==> config.mk <==
export PLATFORM = sky130hd
export DESIGN_NAME = burst_col_seq
export DESIGN_NICKNAME = d
export VERILOG_FILES = /design/src/rtl/burst_pkg.sv /design/src/rtl/burst_beat_ctrl.sv /design/src/rtl/burst_req_latch.sv /design/src/rtl/burst_addr_map.sv /design/src/rtl/burst_col_seq.sv
export SDC_FILE = /design/constraint.sdc
export NUM_CORES = 1
export LEC_CHECK = 0
export BUFFER_PORTS_ARGS = -buffer_cell sky130_fd_sc_hd__buf_2
export CELL_PAD_IN_SITES_DETAIL_PLACEMENT = 0
export CELL_PAD_IN_SITES_GLOBAL_PLACEMENT = 2
export CORE_ASPECT_RATIO = 0.5
export CORE_MARGIN = 4
export CORE_UTILIZATION = 31
export DETAILED_ROUTE_END_ITERATION = 10
export GPL_TIMING_DRIVEN = 0
export PLACE_DENSITY_LB_ADDON = 0.1
export SLEW_MARGIN = 5
export SYNTH_ARGS = -nofsm -noshare
export SYNTH_HDL_FRONTEND = slang
export SYNTH_SLANG_ARGS = --single-unit
==> constraint.sdc <==
create_clock -name clk -period 1.07 [get_ports clk]
set_input_delay 0.0535 -clock clk [delete_from_list [all_inputs] [get_ports clk]]
set_output_delay 0.0535 -clock clk [all_outputs]
set_load 0.03 [all_outputs]
==> src/rtl/burst_pkg.sv <==
package burst_pkg;
  typedef enum logic {
    ORD_SEQ   = 1'b0,
    ORD_INTLV = 1'b1
  } order_e;

  localparam int unsigned OFS_W = 3;
endpackage

==> src/rtl/burst_beat_ctrl.sv <==
module burst_beat_ctrl
  import burst_pkg::*;
(
  input  logic             clk,
  input  logic             rst_n,
  input  logic             start_i,
  input  logic             len8_i,
  output logic             accept_o,
  output logic             active_o,
  output logic             last_o,
  output logic [OFS_W-1:0] beat_o
);
  logic             active_q, active_d;
  logic [OFS_W-1:0] beat_q, beat_d;
  logic             len8_q, len8_d;
  logic             is_last;

  assign is_last  = active_q && (beat_q == (len8_q ? 3'd7 : 3'd3));
  assign accept_o = start_i && !active_q;

  always_comb begin
    active_d = active_q;
    beat_d   = beat_q;
    len8_d   = len8_q;
    if (accept_o) begin
      active_d = 1'b1;
      beat_d   = '0;
      len8_d   = len8_i;
    end else if (active_q) begin
      if (is_last) begin
        active_d = 1'b0;
      end else begin
        beat_d = beat_q + 3'd1;
      end
    end
  end

  always_ff @(posedge clk or negedge rst_n) begin
    if (!rst_n) begin
      active_q <= 1'b0;
      beat_q   <= '0;
      len8_q   <= 1'b0;
    end else begin
      active_q <= active_d;
      beat_q   <= beat_d;
      len8_q   <= len8_d;
    end
  end

  assign active_o = active_q;
  assign last_o   = is_last;
  assign beat_o   = beat_q;
endmodule

==> src/rtl/burst_req_latch.sv <==
module burst_req_latch
  import burst_pkg::*;
#(
  parameter int unsigned COL_W = 10
) (
  input  logic             clk,
  input  logic             rst_n,
  input  logic             load_i,
  input  logic [COL_W-1:0] col_i,
  input  logic             len8_i,
  input  logic             intlv_i,
  output logic [COL_W-1:0] col_o,
  output logic             len8_o,
  output order_e           ord_o
);
  logic [COL_W-1:0] col_q, col_d;
  logic             len8_q, len8_d;
  order_e           ord_q, ord_d;

  always_comb begin
    col_d  = col_q;
    len8_d = len8_q;
    ord_d  = ord_q;
    if (load_i) begin
      col_d  = col_i;
      len8_d = len8_i;
      ord_d  = intlv_i ? ORD_INTLV : ORD_SEQ;
    end
  end

  always_ff @(posedge clk or negedge rst_n) begin
    if (!rst_n) begin
      col_q  <= '0;
      len8_q <= 1'b0;
      ord_q  <= ORD_SEQ;
    end else begin
      col_q  <= col_d;
      len8_q <= len8_d;
      ord_q  <= ord_d;
    end
  end

  assign col_o  = col_q;
  assign len8_o = len8_q;
  assign ord_o  = ord_q;
endmodule

==> src/rtl/burst_addr_map.sv <==
module burst_addr_map
  import burst_pkg::*;
#(
  parameter int unsigned COL_W = 10
) (
  input  logic [COL_W-1:0] start_col_i,
  input  logic             len8_i,
  input  order_e           ord_i,
  input  logic [OFS_W-1:0] beat_i,
  output logic [COL_W-1:0] col_o
);
  localparam int unsigned HI_W = COL_W - OFS_W;

  logic [OFS_W-1:0] s;
  logic [OFS_W-1:0] x_ofs;
  logic [1:0]       sum2;
  logic [OFS_W-1:0] ofs;

  assign s = start_col_i[OFS_W-1:0];

  genvar g;
  generate
    for (g = 0; g < OFS_W; g++) begin : g_xor
      assign x_ofs[g] = s[g] ^ beat_i[g];
    end
  endgenerate

  assign sum2 = s[1:0] + beat_i[1:0];

  always_comb begin
    ofs[2] = len8_i ? x_ofs[2] : s[2];
    if (ord_i == ORD_INTLV) begin
      ofs[1:0] = x_ofs[1:0];
    end else begin
      ofs[1:0] = sum2;
    end
  end

  assign col_o = {start_col_i[COL_W-1:COL_W-HI_W], ofs};
endmodule

==> src/rtl/burst_col_seq.sv <==
module burst_col_seq
  import burst_pkg::*;
#(
  parameter int unsigned COL_W = 10
) (
  input  logic             clk,
  input  logic             rst_n,
  input  logic             start_i,
  input  logic [COL_W-1:0] col_i,
  input  logic             len8_i,
  input  logic             intlv_i,
  output logic [COL_W-1:0] col_o,
  output logic             valid_o,
  output logic             last_o
);
  logic [1:0]       rst_sync_q;
  logic             rst_q_n;
  logic             accept;
  logic             active;
  logic [OFS_W-1:0] beat;
  logic [COL_W-1:0] cap_col;
  logic             cap_len8;
  order_e           cap_ord;

  always_ff @(posedge clk or negedge rst_n) begin
    if (!rst_n) begin
      rst_sync_q <= 2'b00;
    end else begin
      rst_sync_q <= {rst_sync_q[0], 1'b1};
    end
  end
  assign rst_q_n = rst_sync_q[1];

  burst_beat_ctrl u_ctrl (
    .clk      (clk),
    .rst_n    (rst_q_n),
    .start_i  (start_i),
    .len8_i   (len8_i),
    .accept_o (accept),
    .active_o (active),
    .last_o   (last_o),
    .beat_o   (beat)
  );

  burst_req_latch #(.COL_W(COL_W)) u_latch (
    .clk     (clk),
    .rst_n   (rst_q_n),
    .load_i  (accept),
    .col_i   (col_i),
    .len8_i  (len8_i),
    .intlv_i (intlv_i),
    .col_o   (cap_col),
    .len8_o  (cap_len8),
    .ord_o   (cap_ord)
  );

  burst_addr_map #(.COL_W(COL_W)) u_map (
    .start_col_i (cap_col),
    .len8_i      (cap_len8),
    .ord_i       (cap_ord),
    .beat_i      (beat),
    .col_o       (col_o)
  );

  assign valid_o = active;
endmodule

==> flow_summary.toml, run 1 <==
[floorplan]
boundaryPins = 27
design.die.area_um2 = 3610
rows = 12
start_util = 0.349
core-area_um2 = 2370
die_w_um = 81.1
fp.dieH_um = 44.6

[sta]
worst_slew_pin_slew_ns = 0.652
period_needed_ns = 1.35
slew_headroom = 0.566
max_freq_mhz = 742
maxSlewViolCount = 0
setup-tns-final_ns = -2.36
rsz0062_at_grt = "true"
setup_viol = 20
fin_ws_ns = -0.277
whs_ns = 0.0104
final-hold-violation-count = 0
layout_worst_path_cycle_share = 1.26
finClkSkew_ns = 0.000535

[layout]
areaGrowthSynthToFinish_pct = 67.4
fillCellCount = 209
final_cell_mix = "buf_2, dfrtp_1, mux2_4, buf_4, buf_6"
num_antenna_cells = 0
stdcell_area_um2 = 1390
layout_commonest_cell = "buf_2"
drive_gt1_frac = 0.794
finish.utilization = 0.584
multi_input_area_um2 = 489
nets = 120
seq_area_um2 = 457

[setup_path]
crit_buf_inv = 1
slowest_stage = "dfrtp_2"
worstPathCellList = "ha_4 -> nor2b_4 -> xnor2_4 -> buf_6"
cp_slowest_stage_delay_ns = 0.47
critical-path-top-delay-family = "flip-flops"
cp-startpoint = "u_ctrl.beat_o[0]$_DFFE_PN0P_"
r2r-end = "u_ctrl.beat_o[2]$_DFFE_PN0P_"
r2r-start = "u_ctrl.beat_o[0]$_DFFE_PN0P_"
worst_setup_path_end_kind = "output port"
reg2reg_depth = 3
criticalPathCategory = "reg -> out"
arrival_ns = 1.29
r2r_slack_ns = -0.19
worstPathMaxFanout = 3
start_kind = "register"
cp.required_ns = 1.02

[placement]
post_dp_cell_area_um2 = 1030
gp_congestion = 0.641
io_buffers = 26
dp_slack_ns = -0.240
hpwl_um = 1220

[routing]
drcViolationCount = 0
ant_nets = 0
vias = 612
drt-wirelength-per-cell_um = 14.8
dr.pass1.iters = 3
wirelength_um = 2030
vias_per_cell = 4.47
drt-initial-drc-count = 13

[synth]
synth_nets = 79
yosysSeqAreaShare = 0.544
synth_xor_area_frac = 0.0529
ys_ff_latch = 18
synth-edff-count = 0
synth_area_leaders = "dfrtp_1, mux2_1, buf_4"
synth_top_family_by_area = "multiplexers"
synthesis.instances = 62
ys_async_sr_fraction = 1.00
yosysTopAreaCellShare = 0.544
yosys.area.top_type = "dfrtp_1"
synth-compound-area-share = 0.0423
yosys.area_share.simple = 0.0559
yosys_warnings = 0
syn_area_um2 = 828
synth_mux_area_frac = 0.189
synth.distinct_cells = 20
yosys_most_used_dff = "dfrtp_1"
synthAdderAreaFrac = 0.0302
syn_area_per_cell_um2 = 13.4

[power]
vdd_drop_max_uv = 1560
p_leak_nw = 0.681
pwr_density_cell_nw_per_um2 = 3590

[global_routing]
grt_pass1_vias = 703
gr-total-overflow = 0
antenna_found_initial = 0
grt_pass1_wl_um = 3310
grt_max_degree = 17
grtUsageTotal = 0.126

[clock_network]
cts.sinks = 18
cts_made_buffers = 3
cts.path.max_buffers = 2
root_buffer = "clkbuf_8"
path_clk_slew_ns = 0.07
cts_tree = "yes"
worstSkewPairLatency_ns = 0.25
cts_max_level = 1

[outcome]
violations = "negative setup slack"
run_status = "finished, violations left"

[min_path]
hp-class = "in -> reg"
holdPathEnd = "u_latch.ord_o$_DFFE_PN0N_"
hp-start = "intlv_i"
hold_path_depth = 2

[run]
maxCapViolations = 0
==> how the worst max path moves through the flow <==
stage                                              end  slack [ns]  depth (start not counted)
after global placement    u_ctrl.beat_o[2]$_DFFE_PN0P_       -0.20                          3
after floorplan              u_ctrl.len8_q$_DFFE_PN0N_       -0.16                          3
after CTS                                     col_o[1]       -0.27                          4
after detailed placement  u_ctrl.beat_o[2]$_DFFE_PN0P_       -0.24                          3
after global routing                          col_o[1]       -0.31                          4
final                                         col_o[1]       -0.28                          4
==> power by group <==
part | internal [W] | leakage [nW] | switching, W
Sequential | 0.00100 | 0.207 | 0.000390
Combinational | 0.00169 | 0.445 | 0.00132
Clock | 0.000327 | 0.0288 | 0.000247
Total | 0.00302 | 0.681 | 0.00196
==> sequential cells by signal, indices dropped and copies added (netlist names) <==
register	count
u_latch.ord_o	1
u_ctrl.beat_o	3
rst_sync_q	2
u_latch.col_o	10
u_ctrl.active_o	1
u_ctrl.len8_q	1
==> final cells by class <==
type                            instances  area share
Clock buffer                            4      0.0397
Sequential cell                        18       0.329
Multi-Input combinational cell         35       0.353
Tap cell                               35      0.0316
Buffer                                  8      0.0487
Inverter                                1     0.00271
Timing Repair Buffer                   36       0.195
==> cells by family (layout without fill, tap and decap cells) <==
logic type / Yosys count / count (layout)
other: 1 / 1
buffers and inverters: 9 / 49
XOR/XNOR: 5 / 5
multiplexers: 14 / 14
adder cells (fa/ha/maj): 2 / 2
flip-flops: 18 / 18
AND/OR/NAND/NOR: 8 / 8
AO/OA/AOI/OAI: 5 / 5
==> worst register-to-register path, cell delays in order (launching register included) <==
cell	delay, ns
dfrtp_2	0.47
ha_4	0.20
mux2_4	0.29
a22o_2	0.20
==> cells in the mapped netlist (2+ instances only) <==
cell type,instances
xnor2_1,4
buf_4,7
mux2_1,13
ha_1,2
nand2_1,3
dfrtp_1,18
nor2_1,2
==> metrics by stage <==
| stage | total power, W | instances |
|---|---|---|
| floorplan | 0.00283 | 62 |
| global placement | 0.00319 | 123 |
| CTS | 0.00467 | 136 |
| finish | 0.00498 | 137 |
| detailed placement | 0.00328 | 123 |
| global route | 0.00525 | 137 |
==> layer usage <==
layer,up-vias,GRT usage,part of all wire
li1,281,-,-
met1,310,0.149,0.44
met2,19,0.209,0.50
met3,2,0.0467,0.043
met4,0,0.0572,0.0084
met5,-,0,0
==> timing repair <==
action	CTS	global route
pin swaps	6	3
endpoints found under the setup margin	17	21
resized for setup	36	12
cloned	1	0
buffers inserted	7	1
endpoints found under the hold margin	2	0
hold buffers	1	0
Power figures use the tool's default switching activity.
==> run 2: changes to the inputs <==
--- a/config.mk
+++ b/config.mk
@@ -11,10 +11,12 @@
 export CORE_ASPECT_RATIO = 0.5
 export CORE_MARGIN = 4
 export CORE_UTILIZATION = 31
+export CTS_BUF_LIST = sky130_fd_sc_hd__clkbuf_16
 export DETAILED_ROUTE_END_ITERATION = 10
 export GPL_TIMING_DRIVEN = 0
 export PLACE_DENSITY_LB_ADDON = 0.1
-export SLEW_MARGIN = 5
+export REMOVE_ABC_BUFFERS = 1
+export SLEW_MARGIN = 20
 export SYNTH_ARGS = -nofsm -noshare
 export SYNTH_HDL_FRONTEND = slang
 export SYNTH_SLANG_ARGS = --single-unit
==> run 2 against run 1 <==
Against the previous run: the flow still finishes with violations (negative setup slack); routed wire length shrank 15%; final cell count shrank 10%; clock-buffer cell count shrank 1; largest cell class unchanged; largest power group unchanged; critical path type unchanged; non-clock buffer count shrank 15.
==> flow_summary.toml, run 2 (synthesis results as in run 1) <==
[outcome]
run_status = "finished, violations left"
violations = "negative setup slack"

[setup_path]
worst_setup_path_end_kind = "output port"
crit_buf_inv = 1
critical-path-top-delay-family = "flip-flops"
worstPathCellList = "ha_4 -> nor2b_4 -> xnor2_2 -> buf_6"
start_kind = "register"
cp_slowest_stage_delay_ns = 0.45
cp-startpoint = "u_ctrl.beat_o[0]$_DFFE_PN0P_"
reg2reg_depth = 3
criticalPathCategory = "reg -> out"
arrival_ns = 1.29
r2r-start = "u_ctrl.beat_o[0]$_DFFE_PN0P_"
worstPathMaxFanout = 3
cp.required_ns = 1.02
r2r-end = "u_ctrl.beat_o[2]$_DFFE_PN0P_"
slowest_stage = "dfrtp_2"
r2r_slack_ns = -0.21

[sta]
final-hold-violation-count = 0
rsz0062_at_grt = "true"
layout_worst_path_cycle_share = 1.26
whs_ns = 0.0251
setup_viol = 18
worst_slew_pin_slew_ns = 0.658
fin_ws_ns = -0.274
setup-tns-final_ns = -1.74
finClkSkew_ns = 0.00110
max_freq_mhz = 744
maxSlewViolCount = 0
slew_headroom = 0.561
period_needed_ns = 1.34

[global_routing]
grt_max_degree = 17
antenna_found_initial = 0
grtUsageTotal = 0.100
grt_pass1_vias = 539
gr-total-overflow = 0
grt_pass1_wl_um = 2640

[layout]
largest_reg_flops = 10
finish.utilization = 0.522
fillCellCount = 217
nets = 106
areaGrowthSynthToFinish_pct = 49.5
num_antenna_cells = 0
drive_gt1_frac = 0.716
final_cell_mix = "buf_2, dfrtp_1, mux2_4"
layout_commonest_cell = "buf_2"

[clock_network]
cts.sinks = 18
cts_made_buffers = 3
cts_tree = "yes"
root_buffer = "clkbuf_16"
worstSkewPairLatency_ns = 0.24
path_clk_slew_ns = 0.05
cts.path.max_buffers = 2
cts_max_level = 1

[routing]
vias_per_cell = 4.24
ant_nets = 0
drt-wirelength-per-cell_um = 14.1
vias = 521
wirelength_um = 1730
drt-initial-drc-count = 24
drcViolationCount = 0
dr.pass1.iters = 2

[power]
p_leak_nw = 0.607
pwr_density_cell_nw_per_um2 = 3640
vdd_drop_max_uv = 1520

[floorplan]
boundaryPins = 27
core-area_um2 = 2370
design.die.area_um2 = 3610
rows = 12
die_w_um = 81.1
fp.dieH_um = 44.6
start_util = 0.349

[min_path]
hp-start = "intlv_i"
hp-class = "in -> reg"
holdPathEnd = "u_latch.ord_o$_DFFE_PN0N_"
hold_path_depth = 2

[placement]
hpwl_um = 1090
io_buffers = 26
gp_congestion = 0.628

[run]
maxCapViolations = 0
[run 2: cell types whose count changed in the layout (fill, tap and decap cells not counted), sizes merged]
cell	before	now
clkinv	0	1
nand2b	1	2
clkbuf	4	3
buf	43	28
[run 2: report_power, final]
group / switching [W] / internal [W] / total, W
registers: 0.000352 / 0.00101 / 0.00136
logic: 0.00117 / 0.00125 / 0.00242
clock network: 0.000235 / 0.000496 / 0.000730
total: 0.00176 / 0.00275 / 0.00451
[run 2: routing by layer]
layer  track usage  part of all wire  vias up
li1              -                 -      255
met1         0.151              0.50      249
met2         0.134              0.44       17
met3        0.0508             0.059        0
met4             0                 0        0
met5             0                 0        -
[run 2: cell type report]
cell class | count | area (um^2) | share of cell area
inverters | 1 | 3.75 | 0.00303
clock buffers | 3 | 75.1 | 0.0606
flip-flops and latches | 18 | 457 | 0.369
repair buffers | 29 | 186 | 0.151
multi-input cells | 36 | 469 | 0.379
well taps | 35 | 43.8 | 0.0354
clock inverters | 1 | 3.75 | 0.00303
[run 2: how the worst max path moves through the flow]
| stage | end | slack, ns | cells after the start |
|---|---|---|---|
| floorplan | u_latch.col_o[3]$_DFFE_PN0N_ | -0.24 | 2 |
| global placement | u_ctrl.beat_o[2]$_DFFE_PN0P_ | -0.25 | 3 |
| detailed placement | u_ctrl.beat_o[2]$_DFFE_PN0P_ | -0.26 | 3 |
| CTS | col_o[1] | -0.29 | 4 |
| global route | col_o[1] | -0.32 | 4 |
| finish | col_o[1] | -0.27 | 4 |
[run 2: worst reg2reg max path, stage by stage (launching register included)]
cell	delay, ns
dfrtp_2	0.45
ha_4	0.21
mux2_4	0.30
a22o_4	0.21
[run 2: what timing repair did]
action,4_1_cts,5_1_grt
hold buffers,1,0
endpoints found under the setup margin,19,21
pin swaps,3,4
gates cloned,1,0
resized for setup,22,26
hold endpoints to repair,2,0
setup buffers,1,1
[run 2: through the flow]
| stage | worst slack [ns] | std cells | power [W] | instance area (um^2) |
|---|---|---|---|---|
| after CTS | -0.289 | 122 | 0.00406 | 1120 |
| after global routing | -0.315 | 123 | 0.00476 | 1240 |
| final | -0.274 | 123 | 0.00451 | 1240 |
| after floorplan | -0.237 | 54 | 0.00244 | 764 |
| after detailed placement | -0.257 | 115 | 0.00288 | 938 |
| after global placement | -0.245 | 115 | 0.00283 | 938 |
